### src/rtl/prot_fault_check.sv
module prot_fault_check #(
  parameter int NUM_KEYS = 16,
  parameter int KEY_W    = 24,
  parameter int VA_W     = 64,
  parameter int LEGACY_W = 32,
  localparam int IDX_W   = $clog2(NUM_KEYS),
  localparam int NF      = 5
) (
  input  logic             clk,
  input  logic             rst_n,
  input  logic             req_valid,
  input  logic [1:0]       req_kind,
  input  logic             req_legacy,
  input  logic [VA_W-1:0]  req_vaddr,
  input  logic             pg_acc,
  input  logic             pg_dirty,
  input  logic [KEY_W-1:0] pg_key,
  input  logic             key_en,
  input  logic             kw_en,
  input  logic [IDX_W-1:0] kw_idx,
  input  logic             kw_valid,
  input  logic [KEY_W-1:0] kw_key,
  input  logic             kw_rd_dis,
  input  logic             kw_wr_dis,
  input  logic             kw_ex_dis,
  output logic             rsp_valid,
  output logic             rsp_grant,
  output logic [NF-1:0]    rsp_fault
);

  logic [NUM_KEYS-1:0] slot_v, slot_rd, slot_wr, slot_ex, hit;
  logic [KEY_W-1:0]    slot_key [NUM_KEYS];

  always_ff @(posedge clk or negedge rst_n) begin
    if (!rst_n) begin
      slot_v  <= '0;
      slot_rd <= '0;
      slot_wr <= '0;
      slot_ex <= '0;
      for (int i = 0; i < NUM_KEYS; i++) slot_key[i] <= '0;
    end else if (kw_en) begin
      slot_v[kw_idx]   <= kw_valid;
      slot_rd[kw_idx]  <= kw_rd_dis;
      slot_wr[kw_idx]  <= kw_wr_dis;
      slot_ex[kw_idx]  <= kw_ex_dis;
      slot_key[kw_idx] <= kw_key;
    end
  end

  for (genvar g = 0; g < NUM_KEYS; g++) begin : g_match
    assign hit[g] = slot_v[g] && (slot_key[g] == pg_key);
  end

  logic sel_rd, sel_wr, sel_ex;
  always_comb begin
    sel_rd = 1'b0;
    sel_wr = 1'b0;
    sel_ex = 1'b0;
    for (int i = NUM_KEYS - 1; i >= 0; i--) begin
      if (hit[i]) begin
        sel_rd = slot_rd[i];
        sel_wr = slot_wr[i];
        sel_ex = slot_ex[i];
      end
    end
  end

  wire is_fetch = (req_kind == 2'b00);
  wire is_store = (req_kind == 2'b10);
  wire perm_bad = is_fetch ? sel_ex : (is_store ? sel_wr : sel_rd);

  wire f_range = req_legacy && (|req_vaddr[VA_W-1:LEGACY_W]);
  wire f_miss  = key_en && !(|hit);
  wire f_perm  = key_en && (|hit) && perm_bad;
  wire f_acc   = !pg_acc;
  wire f_dirty = is_store && !pg_dirty;

  logic [NF-1:0] fault_n;
  always_comb begin
    fault_n = '0;
    if (f_range)      fault_n[0] = 1'b1;
    else if (f_miss)  fault_n[1] = 1'b1;
    else if (f_perm)  fault_n[2] = 1'b1;
    else if (f_acc)   fault_n[3] = 1'b1;
    else if (f_dirty) fault_n[4] = 1'b1;
  end

  always_ff @(posedge clk or negedge rst_n) begin
    if (!rst_n) begin
      rsp_valid <= 1'b0;
      rsp_grant <= 1'b0;
      rsp_fault <= '0;
    end else begin
      rsp_valid <= req_valid;
      rsp_grant <= req_valid && (fault_n == '0);
      rsp_fault <= req_valid ? fault_n : '0;
    end
  end

endmodule

### config.mk
export PLATFORM = sky130hd
export DESIGN_NAME = prot_fault_check
export DESIGN_NICKNAME = d
export VERILOG_FILES = /design/src/rtl/prot_fault_check.sv
export SDC_FILE = /design/constraint.sdc
export NUM_CORES = 1
export LEC_CHECK = 0
export CORE_UTILIZATION = 50
export DETAILED_ROUTE_END_ITERATION = 7
export GPL_ROUTABILITY_DRIVEN = 0
export PLACE_DENSITY = 0.69
export SLEW_MARGIN = 30
export SYNTH_ARGS = -nofsm -noshare
export SYNTH_HDL_FRONTEND = slang
export SYNTH_SLANG_ARGS = --single-unit
### constraint.sdc
create_clock -name clk -period 5.05 [get_ports clk]
set_input_delay 0.505 -clock clk [delete_from_list [all_inputs] [get_ports clk]]
set_output_delay 0.505 -clock clk [all_outputs]
set_load 0.01 [all_outputs]
=== After elaboration in Yosys (flattened, before gate mapping) ===
Index checks and enable logic that the tools add are counted.

* Bitwise operators: 1
* Mux-type cells: 69
* Equal/unequal tests: 17
* Magnitude comparators: 4
* Reductions and logical operators: 30

{| class="wikitable"
|+ Operators by type and width
! operator !! count
|-
| 384-bit bitwise mux || 1
|-
| 24-bit equality test || 16
|-
| 24-bit demux with 4-bit select || 1
|-
| 16-bit bitwise mux || 4
|-
| 1-bit 2-to-1 mux || 57
|-
| 32-bit OR reduction || 1
|-
| 1-bit logical AND || 24
|-
| 24-bit 2-to-1 mux || 1
|-
| 16-bit OR reduction || 1
|-
| 5-bit greater-or-equal comparator (second input constant) || 1
|-
| 5-bit logical NOT || 1
|-
| 4-bit by 5-bit < comparator with 1-bit output (second input constant) || 1
|-
| 5-bit by 1-bit < comparator with 1-bit output (second input constant) || 1
|-
| 5-bit 2-to-1 mux || 1
|-
| 4-bit NOT with 5-bit output || 1
|-
| 1-bit demux with 4-bit select || 1
|-
| 4-bit by 1-bit greater-or-equal comparator with 1-bit output (second input constant) || 1
|-
| 4-bit 2-to-1 mux || 1
|-
| 3-bit 2-to-1 mux || 1
|-
| 2-bit equality test (second input constant) || 1
|-
| 1-bit logical NOT || 2
|-
| 2-bit logical NOT || 1
|-
| 2-bit 2-to-1 mux || 1
|}

* Flip-flop bits (word level): 455
* Bits of input ports: 130
* Word-level logic and storage cells: 144

=== Depth between registers and ports, before layout ===
Gate-level depths: netlist (run 1).

* Depth in word-level cells: 26
* Depth in mapped cells: 11
* Depth with buffers taken out: 9

=== Worst setup path after synthesis (run 1) ===
Ideal clock, no wire load.

* Path type: input to register
* Start: in pg_key[23]
* End: reg rsp_grant
* Cell stages on the path: 10
* Library setup time: 0.120 ns
* Path slack: 2.331 ns
* Path buffers: 1
* Arrival time: 2.599 ns
* Cells stage by stage: buf_4 > xnor2_1 > nand4_1 > or4_4 > or2_1 > a2111oi_2 > o221ai_1 > nand3_1 > nand4_2 > and3_1

* Word-level cells in the longest chain between the ends: 26
* Elaborated cells between the ends (all ways): 94
* Classes of those cells: 16 x eq/ne; 55 x mux; 23 x reduce/logical

{| class="wikitable"
|+ Ends and longest elaborated chain
! element !! RTL line !! RTL
|-
| from (decl) || 17 || <nowiki>input logic [KEY_W-1:0] pg_key,</nowiki>
|-
| 24-bit equality test || 51 || <nowiki>assign hit[g] = slot_v[g] && (slot_key[g] == pg_key);</nowiki>
|-
| 1-bit logical AND || 51 ||
|-
| 1-bit 2-to-1 mux (16 in a row) || 60 || <nowiki>if (hit[i]) begin</nowiki>
|-
| 1-bit 2-to-1 mux (2 in a row) || 70 || <nowiki>wire perm_bad = is_fetch ? sel_ex : (is_store ? sel_wr : sel_rd);</nowiki>
|-
| 1-bit logical AND || 74 || <nowiki>wire f_perm = key_en && (|hit) && perm_bad;</nowiki>
|-
| 1-bit 2-to-1 mux or 2-bit 2-to-1 mux (tied branches) || 83 || <nowiki>else if (f_perm) fault_n[2] = 1'b1;</nowiki>
|-
| 3-bit 2-to-1 mux || 82 || <nowiki>else if (f_miss) fault_n[1] = 1'b1;</nowiki>
|-
| 4-bit 2-to-1 mux * || 81 || <nowiki>if (f_range) fault_n[0] = 1'b1;</nowiki>
|-
| 5-bit logical NOT * || 95 || <nowiki>rsp_grant <= req_valid && (fault_n == '0);</nowiki>
|-
| 1-bit logical AND * || 95 ||
|-
| to (signal assigned) || 95 ||
|-
| to (decl) || 27 || <nowiki>output logic rsp_grant,</nowiki>
|}

Every way passes the cells marked *; elsewhere a longest branch is shown, timed or not.
A chain may end at the register's enable or synchronous reset.

=== Worst setup path in the final report (run 1) ===
* Start: in pg_key[5]
* End: reg rsp_grant

Same word-level chain as after synthesis.

==> results.cfg, run 1 <==
[status]
run_status = complete, no violations

[synthesis]
synthArstFlopShare_pct = 100
synth.distinct_cells = 65
number_of_enable_type_register_cells_in_the_synthesized_netlist = 0
synthesis.nets = 1862
synth-seq-cells = 455
ys_seq_area_share_pct = 50.5
synthesis.area_mm2 = 0.0225
synth_most_common_cell = sky130_fd_sc_hd__dfrtp_1
post-synth-top-area-fraction_pct = 50.5
syn-mean-instance-area_um2 = 13.0
ys.warnings.count = 0
synth_top_cells_by_area = sky130_fd_sc_hd__dfrtp_1 51%, sky130_fd_sc_hd__mux2_2 22%, sky130_fd_sc_hd__xnor2_1 11%
yosys.area.top_type = sky130_fd_sc_hd__dfrtp_1
postSynthCellCount = 1732
yosys_most_used_dff = sky130_fd_sc_hd__dfrtp_1
synth_common_cells = 455 x sky130_fd_sc_hd__dfrtp_1, 445 x sky130_fd_sc_hd__mux2_2, 288 x sky130_fd_sc_hd__xnor2_1

[worst_setup_path]
worstPathArrival_ns = 4.10
critical_path_required_ns = 5.52
ff_to_ff_path_depth = 9
timing.critical_path.fanout_max = 10
cp-start-kind = primary input
cp_slowest_stage_delay_ns = 1.07
crit_chain = clkdlybuf4s50_1, buf_4, xnor2_1, nand4_1, or4_4, or2_2, a311oi_1, o2111ai_1, nand3_1, nand4_2, and3_1
worstSetupEndpointType = register
worst-setup-path-type = in2reg
critical_path.slowest_cell = sky130_fd_sc_hd__clkdlybuf4s50_1

[cells_and_area]
drive_gt1_share_pct = 33.8
syn2layout_area_growth_pct = 14.8
layout.core_utilization_pct = 58.4
instances_no_fill = 2474
antenna_diode_count = 0
final_nets = 1975

[route]
postRouteWirelength_um = 65300
drt-vias-per-instance = 5.86
route.detailed.wl_per_inst_um = 26.4
initialDrtViolationCount = 1218
ant_nets_after_route = 0
vias = 14500
length_of_the_first_detailed_routing_pass_in_iterations = 5
remaining_drc_errors = 0

[clocking]
cts-resized-gates = 0
tritoncts.num_buffers = 48
cts.clk_slew.worst_paths_ns = 0.06
clock_tree.root_cell = sky130_fd_sc_hd__clkbuf_16
cts.sink_count = 455
cts_buffer_depth = 3
cts_tree = yes
clock_insertion_delay_worst_skew_ns = 0.59
htreeDepth = 2

[sta]
tightest_slew_ns = 1.02
share_of_the_clock_period_used_by_the_worst_path_pct = 72.0
fin_crit_ns = 3.63
timing_hold_violations_final = 0
unrepaired_setup_endpoints_after_global_routing = no
final-setup-viol-count = 0
finalHoldWorstSlack_ns = 0.387
fin_skew_ns = 0.0193
slew-limit-headroom_pct = 31.8
finalMaxSlewViolations = 0
setup_total_negative_slack_ns = 0
fmax_mhz = 275

[die]
floorplan.die.height_um = 214
top_level_ports = 137
die_x_um = 214
row_count = 77
dieArea_mm2 = 0.0459
core-area_mm2 = 0.0443
initial_core_util_pct = 50.9

[power]
leakagePower_nw = 10.6
power.ir.vdd_worst_mv = 0.252
cellPowerDensity_mw_per_mm2 = 417

[global_routing]
grt_pass1_vias = 15100
grt_util_all_layers_pct = 28.9
grt_start_max_net_pins = 123
wire_length_of_the_first_global_routing_pass_um = 97400
grt_overflow_total = 0
antenna_found_initial = 1

[placed_design]
hpwl_detailed_um = 40100
port_buffers = 104
place_inst = 2384

[run]
drv_cap = 0

[hold_path]
hp-class = in2async
==> per-stage QoR <==
stage / area [um2] / power (mW) / setup slack [ns]
after global routing: 25900 / 11.3 / 1.26
after floorplan: 22500 / 6.61 / 2.33
after global placement: 24300 / 7.14 / 0.908
after detailed placement: 24200 / 7.25 / 0.873
after CTS: 25800 / 10.8 / 1.47
final: 25900 / 10.8 / 1.42
==> worst paths after layout <==
check                         startpoint            end  slack (ns)
max                            pg_key[5]      rsp_grant        1.42
min                                rst_n  slot_key[110]        0.39
max reg2reg                slot_key[308]      rsp_grant        2.06
min reg2reg                   slot_ex[5]     slot_ex[5]        0.50
max in group asynchronous          rst_n      slot_v[6]        3.37
min in group clk               req_valid      rsp_valid        0.43
==> critical path, delay by kind of cell <==
kind,cells,cell delay [ns]
AND/OR/NAND/NOR,6,1.51
XOR/XNOR,1,0.14
buffers and inverters,2,1.43
AO/OA/AOI/OAI,2,0.50
==> area by class of cell <==
cell class              instances  area, um2
clock buffers                  76       1450
clock inverters                11        143
fillers                      3570      18400
inverters                       8       30.0
multi-input cells            1154      10500
flip-flops and latches        455      11400
well taps                     592        741
repair buffers                178       1660
==> flip-flops by register name (all words and copies together) (netlist names) <==
register / cells
slot_v: 16
slot_rd: 16
rsp_valid: 1
slot_ex: 16
slot_wr: 16
rsp_grant: 1
slot_key: 384
rsp_fault: 5
==> layer usage <==
| layer | vias to the layer above | GRT usage (%) | routed length, um |
|---|---|---|---|
| li1 | 6294 | - | - |
| met1 | 7621 | 38.6 | 28100 |
| met2 | 449 | 47.9 | 31300 |
| met3 | 126 | 4.11 | 3570 |
| met4 | 0 | 10.6 | 2280 |
| met5 | - | 0 | 0 |
==> report_power, final <==
group / total [mW] / leakage [nW] / internal, mW / switching, mW
combinational: 2.17 / 4.19 / 1.26 / 0.910
clock: 3.58 / 0.775 / 2.11 / 1.47
sequential: 5.04 / 5.59 / 4.49 / 0.551
==> what timing repair did <==
item                                    in CTS  in global routing
endpoints found under the setup margin       0                  0
hold buffers                                 0                  1
setup buffers                                0                  0
hold endpoints to repair                     0                 40
==> placed cells by master (no fill, tap or decap), types with 4 or more instances in the layout <==
master	instances
sky130_fd_sc_hd__nand4_1	68
sky130_fd_sc_hd__a21oi_1	5
sky130_fd_sc_hd__mux2_2	445
sky130_fd_sc_hd__clkbuf_16	49
sky130_fd_sc_hd__xor2_1	90
sky130_fd_sc_hd__o2111ai_1	10
sky130_fd_sc_hd__nor2_4	4
sky130_fd_sc_hd__buf_12	6
sky130_fd_sc_hd__nand2_1	33
sky130_fd_sc_hd__nand3_1	34
sky130_fd_sc_hd__and2_1	6
sky130_fd_sc_hd__nor2_1	15
sky130_fd_sc_hd__nor3_1	18
sky130_fd_sc_hd__clkdlybuf4s50_1	87
sky130_fd_sc_hd__o21ai_0	9
sky130_fd_sc_hd__buf_4	64
sky130_fd_sc_hd__nand2b_1	5
sky130_fd_sc_hd__inv_1	8
sky130_fd_sc_hd__clkbuf_1	15
sky130_fd_sc_hd__clkbuf_8	12
sky130_fd_sc_hd__clkinv_2	4
sky130_fd_sc_hd__nor2_2	5
sky130_fd_sc_hd__or3_1	6
sky130_fd_sc_hd__or4_1	6
sky130_fd_sc_hd__buf_2	16
sky130_fd_sc_hd__xnor2_1	288
sky130_fd_sc_hd__and3_1	9
sky130_fd_sc_hd__nand3b_1	8
sky130_fd_sc_hd__nor4_1	36
sky130_fd_sc_hd__dfrtp_1	455
==> kinds of logic after synthesis <==
family          count (synthesis)  synth area share (%)
xor+xnor                      382                  15.0
buf+inv                       123                  3.24
mux                           447                  22.3
simple gates                  278                  7.27
compound gates                 47                  1.63
flops                         455                  50.5
Note: power is estimated with default switching activity, not from simulation.
==> run 2, diff against run 1 <==
Settings changed: PLACE_DENSITY 0.69 to 0.72.
Clock period 5.05 ns to 3.15 ns, I/O delays scaled along.
==> results.cfg, run 2 (synthesis gave the netlist of run 1 again) <==
[status]
run_status = complete, no violations

[sta]
finalMaxSlewViolations = 0
unrepaired_setup_endpoints_after_global_routing = no
fin_crit_ns = 2.95
timing_hold_violations_final = 0
setup_total_negative_slack_ns = 0
finalHoldWorstSlack_ns = 0.196
slew-limit-headroom_pct = 29.7
tightest_slew_ns = 1.05
fin_skew_ns = 0.0168
fmax_mhz = 339
final-setup-viol-count = 0
share_of_the_clock_period_used_by_the_worst_path_pct = 93.5

[placed_design]
place_inst = 2503
port_buffers = 104
hpwl_detailed_um = 43000
placement.cell_area_mm2 = 0.0255

[worst_setup_path]
critical_path_required_ns = 3.62
cp-start-kind = primary input
worstSetupEndpointType = register
regToRegStartpoint = slot_key[341]
rrSetupSlack_ns = 0.30
worst-setup-path-type = in2reg
ff_to_ff_path_depth = 10
critical_path.reg2reg.endpoint = rsp_fault[4]
worstPathArrival_ns = 3.42
timing.critical_path.fanout_max = 5

[clocking]
cts_buffer_depth = 3
htreeDepth = 2
cts_tree = yes
cts.clk_slew.worst_paths_ns = 0.05
cts_setup_buffers = 0
clock_insertion_delay_worst_skew_ns = 0.60
cts.sink_count = 455
clock_tree.root_cell = sky130_fd_sc_hd__clkbuf_16
tritoncts.num_buffers = 50

[global_routing]
grt_start_max_net_pins = 104
grt_util_all_layers_pct = 29.2
antenna_found_initial = 2
grt_pass1_vias = 15800
grt_overflow_total = 0
wire_length_of_the_first_global_routing_pass_um = 100000

[power]
power.ir.vdd_worst_mv = 0.406
cellPowerDensity_mw_per_mm2 = 653
leakagePower_nw = 11.3

[die]
dieArea_mm2 = 0.0459
initial_core_util_pct = 50.9
floorplan.die.height_um = 214
top_level_ports = 137
row_count = 77
core-area_mm2 = 0.0443
die_x_um = 214

[run]
drv_cap = 0

[cells_and_area]
largest_register_ffs = 384
instances_no_fill = 2595
registers.top_by_ff_count = slot_key
design_area_mm2 = 0.0272
layout.core_utilization_pct = 61.4
final_nets = 2094
layout.cells.most_common = sky130_fd_sc_hd__dfrtp_1
syn2layout_area_growth_pct = 20.6
highest_count_cells_in_the_layout_ignoring_fill_and_taps = 455 x sky130_fd_sc_hd__dfrtp_1, 445 x sky130_fd_sc_hd__mux2_2, 288 x sky130_fd_sc_hd__xnor2_1
drive_gt1_share_pct = 37.4

[route]
remaining_drc_errors = 0
postRouteWirelength_um = 66100
drt-vias-per-instance = 5.79
length_of_the_first_detailed_routing_pass_in_iterations = 6
vias = 15000
ant_nets_after_route = 0
initialDrtViolationCount = 1260
route.detailed.wl_per_inst_um = 25.5

[hold_path]
hp-class = in2async
-- run 2: worst max path at each step --
stage,from,to,slack [ns],cells past startpoint
after global placement,pg_key[20],rsp_grant,-0.25,11
after detailed placement,pg_key[5],rsp_fault[4],-0.26,13
final,pg_key[5],rsp_fault[4],0.20,13
after floorplan,pg_key[23],rsp_grant,0.62,10
after CTS,slot_key[308],rsp_fault[4],0.33,9
after global routing,pg_key[5],rsp_fault[3],0.12,13
-- run 2: final cells by class --
class                      instances  area (um2)
multi-input combinational       1154       10500
antenna                            1        2.50
clock buffer                      79        1490
clock inverter                    11         161
sequential                       455       11400
inverter                           8        30.0
timing repair buffer             295        2920
tap                              592         741
fill                            3492       17100
-- run 2: repair_timing --
| item | 4_1_cts | 5_1_grt |
|---|---|---|
| hold buffers | 1 | 0 |
| endpoints found under the hold margin | 27 | 0 |
| resized for setup | 0 | 0 |
-- run 2: worst max-delay path, stage by stage --
cell and delay, ns:
sky130_fd_sc_hd__clkdlybuf4s50_1 0.45, sky130_fd_sc_hd__buf_12 0.16, sky130_fd_sc_hd__buf_4 0.14, sky130_fd_sc_hd__xnor2_1 0.25, sky130_fd_sc_hd__nand2_1 0.10, sky130_fd_sc_hd__nor4_1 0.71
sky130_fd_sc_hd__and3_4 0.35, sky130_fd_sc_hd__buf_4 0.14, sky130_fd_sc_hd__a211o_1 0.11, sky130_fd_sc_hd__o211a_1 0.16, sky130_fd_sc_hd__o221a_1 0.18, sky130_fd_sc_hd__nand4_2 0.15
sky130_fd_sc_hd__and3_1 0.20
-- run 2: per-layer routing --
metal	track usage [%]	wire length (um)	vias to the layer above
met3	5.42	4060	121
met1	38.8	28000	7901
met2	48.0	31800	464
met4	10.5	2270	0
met5	0	0	-
li1	-	-	6542
-- run 2: per-stage QoR --
| step | total power [mW] | worst slack [ns] |
|---|---|---|
| 2_1_floorplan | 10.6 | 0.621 |
| 3_3_place_gp | 11.7 | -0.249 |
| 3_5_place_dp | 11.9 | -0.263 |
| 4_1_cts | 17.8 | 0.326 |
| 5_1_grt | 18.5 | 0.121 |
| 6_report | 17.7 | 0.204 |
-- run 2: report_power, final --
group	internal (mW)	switching [mW]
Sequential	7.20	0.916
Combinational	2.17	1.53
Clock	3.56	2.37
==> run 3, diff against run 2 <==
Settings changed: SKIP_LAST_GASP set to 1.
==> results of run 3 <==
Same layout as run 2: the final DEF is identical, and so are final timing and power.
